[config.mk]
export PLATFORM = sky130hd
export DESIGN_NAME = ptsteer_cluster
export DESIGN_NICKNAME = d
export VERILOG_FILES = /design/src/rtl/ptsteer_pkg.sv /design/src/rtl/ptsteer_cfg.sv /design/src/rtl/ptsteer_lane.sv /design/src/rtl/ptsteer_ctlmap.sv /design/src/rtl/ptsteer_cluster.sv
export SDC_FILE = /design/constraint.sdc
export NUM_CORES = 1
export LEC_CHECK = 0
export CAP_MARGIN = 40
export CORE_AREA = 2 2 39 41
export CTS_CLUSTER_DIAMETER = 120
export DETAILED_ROUTE_END_ITERATION = 10
export DIE_AREA = 0 0 41 43
export SLEW_MARGIN = 20
export SYNTH_ARGS = -nofsm -noshare
export SYNTH_HDL_FRONTEND = slang
export SYNTH_SLANG_ARGS = --single-unit
[constraint.sdc]
create_clock -name clk -period 2.1 [get_ports clk]
set_input_delay 0.42 -clock clk [delete_from_list [all_inputs] [get_ports clk]]
set_output_delay 0.42 -clock clk [all_outputs]
set_load 0.03 [all_outputs]
[src/rtl/ptsteer_pkg.sv]
package ptsteer_pkg;
    localparam int TERMS       = 5;
    localparam int CFG_W       = TERMS + 1;
    localparam int SLOT_XOR    = 0;
    localparam int SLOT_CLK    = 1;
    localparam int SLOT_INITCE = 2;
    localparam int SLOT_INIT   = 3;
    localparam int SLOT_OE     = 4;

    typedef struct packed {
        logic             role_ce;
        logic [TERMS-1:0] divert;
    } steer_cfg_t;

    typedef struct packed {
        logic xor_in;
        logic clk;
        logic init_a;
        logic ce;
        logic init_b;
        logic oe;
    } ctl_bus_t;
endpackage

[src/rtl/ptsteer_cfg.sv]
module ptsteer_cfg
    import ptsteer_pkg::*;
(
    input  logic             clk,
    input  logic             rst_n,
    input  logic             we,
    input  logic [CFG_W-1:0] wdata,
    output steer_cfg_t       cfg_q
);
    steer_cfg_t cfg_d;

    always_comb begin
        cfg_d = cfg_q;
        if (we) cfg_d = steer_cfg_t'(wdata);
    end

    always_ff @(posedge clk or negedge rst_n) begin
        if (!rst_n) cfg_q <= '0;
        else        cfg_q <= cfg_d;
    end

    assert_cfg_hold_R10: assert property (@(posedge clk) disable iff (!rst_n)
        !we |=> $stable(cfg_q));
    assert_cfg_load_R10: assert property (@(posedge clk) disable iff (!rst_n)
        we |=> (cfg_q == steer_cfg_t'($past(wdata))));
endmodule

[src/rtl/ptsteer_lane.sv]
module ptsteer_lane (
    input  logic term,
    input  logic divert,
    output logic sum_part,
    output logic ctl_val
);
    always_comb begin
        sum_part = term & ~divert;
        ctl_val  = term &  divert;
    end
endmodule

[src/rtl/ptsteer_ctlmap.sv]
module ptsteer_ctlmap
    import ptsteer_pkg::*;
(
    input  logic [TERMS-1:0] ctl_val,
    input  logic [TERMS-1:0] divert,
    input  logic             role_ce,
    output ctl_bus_t         bus
);
    always_comb begin
        bus        = '0;
        bus.ce     = 1'b1;
        bus.xor_in = ctl_val[SLOT_XOR];
        bus.clk    = ctl_val[SLOT_CLK];
        bus.init_b = ctl_val[SLOT_INIT];
        bus.oe     = ctl_val[SLOT_OE];
        if (divert[SLOT_INITCE]) begin
            if (role_ce) bus.ce     = ctl_val[SLOT_INITCE];
            else         bus.init_a = ctl_val[SLOT_INITCE];
        end
    end
endmodule

[src/rtl/ptsteer_cluster.sv]
module ptsteer_cluster
    import ptsteer_pkg::*;
(
    input  logic             clk,
    input  logic             rst_n,
    input  logic             cfg_we,
    input  logic [CFG_W-1:0] cfg_wdata,
    input  logic [TERMS-1:0] pt_in,
    output logic             sum_fast,
    output logic             sum_alloc,
    output logic             xor_term,
    output logic             pt_clk,
    output logic             pt_init_a,
    output logic             pt_ce,
    output logic             pt_init_b,
    output logic             pt_oe
);
    steer_cfg_t       cfg_q;
    logic [TERMS-1:0] sum_parts;
    logic [TERMS-1:0] ctl_vals;
    ctl_bus_t         bus;
    logic             or_sum;

    ptsteer_cfg u_cfg (
        .clk   (clk),
        .rst_n (rst_n),
        .we    (cfg_we),
        .wdata (cfg_wdata),
        .cfg_q (cfg_q)
    );

    for (genvar i = 0; i < TERMS; i++) begin : g_lane
        ptsteer_lane u_lane (
            .term     (pt_in[i]),
            .divert   (cfg_q.divert[i]),
            .sum_part (sum_parts[i]),
            .ctl_val  (ctl_vals[i])
        );
    end

    ptsteer_ctlmap u_map (
        .ctl_val (ctl_vals),
        .divert  (cfg_q.divert),
        .role_ce (cfg_q.role_ce),
        .bus     (bus)
    );

    always_comb begin
        or_sum    = |sum_parts;
        sum_fast  = or_sum;
        sum_alloc = or_sum;
        xor_term  = bus.xor_in;
        pt_clk    = bus.clk;
        pt_init_a = bus.init_a;
        pt_ce     = bus.ce;
        pt_init_b = bus.init_b;
        pt_oe     = bus.oe;
    end

    assert_sum_quiet_R2: assert property (@(posedge clk) disable iff (!rst_n)
        ((pt_in & ~cfg_q.divert) == '0) |-> !sum_fast);
    assert_sum_set_R2: assert property (@(posedge clk) disable iff (!rst_n)
        ((pt_in & ~cfg_q.divert) != '0) |-> sum_alloc);
    assert_xor_idle_R4: assert property (@(posedge clk) disable iff (!rst_n)
        !cfg_q.divert[SLOT_XOR] |-> !xor_term);
    assert_clk_follow_R5: assert property (@(posedge clk) disable iff (!rst_n)
        cfg_q.divert[SLOT_CLK] |-> (pt_clk == pt_in[SLOT_CLK]));
    assert_init_ce_excl_R6: assert property (@(posedge clk) disable iff (!rst_n)
        pt_init_a |-> pt_ce);
    assert_ce_follow_R7: assert property (@(posedge clk) disable iff (!rst_n)
        (cfg_q.divert[SLOT_INITCE] && cfg_q.role_ce) |-> (pt_ce == pt_in[SLOT_INITCE]));
    assert_init_b_R8: assert property (@(posedge clk) disable iff (!rst_n)
        cfg_q.divert[SLOT_INIT] |-> (pt_init_b == pt_in[SLOT_INIT]));
    assert_oe_idle_R9: assert property (@(posedge clk) disable iff (!rst_n)
        !cfg_q.divert[SLOT_OE] |-> !pt_oe);
    assert_role_ignored_R11: assert property (@(posedge clk) disable iff (!rst_n)
        !cfg_q.divert[SLOT_INITCE] |-> (pt_ce && !pt_init_a));
endmodule

== After elaboration in Yosys (flattened, before gate mapping) ==
Cells that the tools add are included.
Storage, ports and cells
  bits in registers: 6
  output and inout bits: 8
  word-level logic and storage cells: 21
  bits of input ports: 14
Cells by class
  multiplexer cells: 3
  bitwise logic cells: 15
  reduce and logical (&&, ||, !) cells: 1
Operator list (count)
  $and A1 B1 Y1: 10
  $not A1 Y1: 5
  $reduce_or A5 Y1: 1
  $mux W1: 2
  $mux W2: 1

== Longest topological paths before layout ==
  depth in word-level cells: 3
  depth in mapped cells: 4
  gate-level depth less buffers: 3

== Modules after synthesis ==
Synthesis repeated with hierarchy kept, for this count alone.
Second synthesis, totals
  cells, all modules: 33
  area, all modules: 399.1 um^2
Modules (own cells, without submodules)
  ptsteer_cfg: area each 251.5 um^2, instances 1, seq. area each 150.1 um^2, cells each 13
  ptsteer_lane: area each 16.3 um^2, instances 5, seq. area each 0.0 um^2, cells each 2
  ptsteer_ctlmap: area each 46.3 um^2, instances 1, seq. area each 0.0 um^2, cells each 6
  ptsteer_cluster: area each 20.0 um^2, instances 1, seq. area each 0.0 um^2, cells each 4

== Worst setup path after synthesis ==
Ideal clock, no wire load.
  kind: input to output
  from: input port pt_in[4]
  to: output port sum_fast
  path buffers: 1
  cell stages on the path: 3
  arrival: 1.411 ns
  required time: 1.680 ns
  setup slack: 0.269 ns
  cell sequence: a222oi_1 -> o221ai_1 -> buf_4
Between the ends
  word-level cells in the longest chain between the ends: 2
RTL lines
  start, declared: RTL line ptsteer_cluster.sv:8  | input logic [TERMS-1:0] pt_in,
  $and A1 B1 Y1: RTL line ptsteer_lane.sv:8  | sum_part = term & ~divert;
  $reduce_or A5 Y1: RTL line ptsteer_cluster.sv:49  | or_sum = |sum_parts;
  end, declared: RTL line ptsteer_cluster.sv:9  | output logic sum_fast,
No other way between the ends.

== Worst setup path in the final report ==
Same ends and word-level chain as after synthesis.

==> results <==
==> cell usage in the layout, fill, tap and decap left out <==
| cell type | synthesis | final |
|---|---|---|
| mux2_2 | 3 | 3 |
| o221ai_1 | 1 | 1 |
| nand2_1 | 4 | 4 |
| a222oi_1 | 1 | 1 |
| clkbuf_4 | 0 | 3 |
| inv_1 | 5 | 5 |
| o21ai_0 | 3 | 3 |
| nand3_1 | 1 | 1 |
| nor2_1 | 1 | 1 |
| clkdlybuf4s50_1 | 0 | 13 |
| and2_1 | 3 | 3 |
| buf_4 | 1 | 8 |
| dfrtp_1 | 6 | 6 |
| buf_2 | 1 | 2 |
| and2_2 | 1 | 1 |
==> what timing repair did <==
action | 4_1_cts | 5_1_grt
buffers inserted | 0 | 0
setup endpoints to repair | 2 | 1
cloned | 0 | 0
resized for setup | 10 | 2
==> stage by stage <==
stage	std cells	hold slack [ns]	power (mW)	setup WS, ns
floorplan	31	0.124	0.185	0.269
global placement	68	0.526	0.235	-0.335
detailed placement	68	0.520	0.236	-0.375
CTS	71	0.427	0.345	-0.0616
global route	71	0.439	0.356	0.0336
finish	71	0.420	0.338	0.0858
==> per-layer routing <==
metal | up-vias | part of all wire [%] | global-route usage (%)
met5 | - | 0 | 0
met4 | 0 | 3.4 | 8.00
met3 | 4 | 10 | 3.14
met2 | 13 | 45 | 11.6
met1 | 130 | 42 | 11.9
li1 | 149 | - | -
==> kinds of logic (layout without fill, tap and decap cells) <==
family,Yosys count,after routing,share of synthesized area [%]
AND/OR/NAND/NOR,10,10,16.7
buffers and inverters,7,31,10.5
flip-flops,6,6,50.2
AO/OA/AOI/OAI,5,5,11.3
multiplexers,3,3,11.3
==> area by class of cell <==
type,instances,area [um^2],area share (%)
Sequential cell,6,150,28.4
Tap cell,16,20.0,3.78
Clock buffer,3,22.5,4.26
Multi-Input combinational cell,18,118,22.2
Timing Repair Buffer,23,200,37.8
Inverter,5,18.8,3.55
==> worst max path at each step <==
stage / start / endpoint / cells past startpoint
6_report: pt_in[4] / sum_fast / 4
5_1_grt: pt_in[4] / sum_fast / 4
4_1_cts: pt_in[4] / sum_fast / 4
3_5_place_dp: pt_in[4] / sum_fast / 4
3_3_place_gp: pt_in[4] / sum_alloc / 4
2_1_floorplan: pt_in[4] / sum_fast / 3
==> power by group <==
group          leakage (nW)  internal, mW  switching, mW
clock                0.0138        0.0648         0.0444
sequential           0.0715         0.127        0.00660
combinational         0.163        0.0492         0.0461
total                 0.248         0.241         0.0970
==> run_results.csv <==
group,metric,value,unit
setup_path,cp_cell_sequence,"clkdlybuf4s50_1 -> a222oi_1 -> o221ai_1 -> buf_2",
synth,synth_most_common_cell,"dfrtp_1",
sta,rsz0062_at_grt,"no",
sta,max_freq,496,MHz
setup_path,reg2reg_setup_slack,1.32,ns
global_routing,grtUsageTotal,9.21,%
detailed_routing,num_vias,296,
synth,netlist_area,299,um^2
synth,synth_area_leaders,"dfrtp_1 (50%), mux2_2 (11%), and2_1 (6.3%)",
detailed_routing,dr.pass1.iters,4,
sta,skew,0,ns
finish,final_area,529,um^2
sta,setup_tns,0,ns
synth,ys.flop_type,"dfrtp_1",
synth,netlist_instances,31,
setup_path,cp_max_fo,2,
global_routing,grt_max_degree,7,
status,status,"finished clean",
setup_path,cp_top_family,"buffers and inverters",
detailed_routing,wl,680,um
sta,hold_viol,0,
finish,num-nets-final,71,
place,place_area,517,um^2
synth,yosysSeqAreaShare,50.2,%
sta,min_period_over_period,95.9,%
pwr,peakVddDrop,0.000205,V
synth,yosysUniqueCellTypes,13,
setup_path,r2r_start,"u_cfg.cfg_q[2]",
place,hpwlAfterDp,554,um
hold_path,hp-class,"in -> async",
place,gp_congestion,0.689,
finish,largest_register,"u_cfg.cfg_q",
clock_network,path_clk_slew,0.05,ns
finish,reg_top3,"u_cfg.cfg_q x6",
sta,relSlewSlack,79.3,%
synth,yosysTopAreaCellShare,50.2,%
flow_run,cap_viol_max_count,0,
clock_network,cts_tree,"yes",
setup_path,r2r_cells,1,
synth,yosysWarnings,0,
clock_network,clk_path_buf_depth,2,
detailed_routing,viasPerCell,4.17,
finish,drive_gt1_share,30.9,%
sta,finalMaxSlewViolations,0,
setup_path,slowest_delay,0.42,ns
global_routing,antenna_found_initial,0,
sta,fin_crit,2.01,ns
synth,synth_edf_count,0,
detailed_routing,drc,0,
die,die_w,41,um
global_routing,grt_pass1_wl,1040,um
synth,async_flop_share,100,%
die,initial_core_util,21.6,%
die,placementRows,14,
clock_network,hold_buffers,0,
finish,n_antenna_cell,0,
sta,worst_slew_pin_slew,0.311,ns
synth,avgSynthCellArea,9.65,um^2
setup_path,slowest_stage,"clkdlybuf4s50_1",
pwr,power.density,639,nW/um^2
setup_path,critPathRequiredTime,1.68,ns
pwr,p_leak,0.248,nW
setup_path,crit_type,"in -> out",
clock_network,h-tree-depth,1,
die,die_h,43,um
synth,synthTopCellsByCount,"dfrtp_1 (6), inv_1 (5), nand2_1 (4)",
synth,yosysTopAreaCell,"dfrtp_1",
clock_network,tritoncts.num_buffers,3,
clock_network,clockRootBuffer,"clkbuf_4",
clock_network,clk_latency,0.24,ns
place,portBuffers,21,
sta,finalSetupViolCount,0,
global_routing,grt_pass1_vias,262,
die,io-pin-count,22,
finish,final_util,38.2,%
setup_path,rr_endpoint,"u_cfg.cfg_q[2]",
synth,syn_nets,45,
detailed_routing,dr.first_iter.drc_count,7,
finish,largest_reg_flops,6,
detailed_routing,detail_route.wl_per_cell,9.58,um
setup_path,cp-start-kind,"input pin",
die,die-area,1760,um^2
finish,num-fill-cells,141,
detailed_routing,antenna_left,0,
setup_path,cp_num_buf_inv,2,
setup_path,arrival,1.59,ns
clock_network,cts_sinks,6,
finish,area_delta_synth_final,77.0,%
global_routing,gr-total-overflow,0,
synth,synth-seq-cells,6,
setup_path,end_kind,"primary output",
die,core_area,1380,um^2
Note: power is estimated with default switching activity, not from simulation.
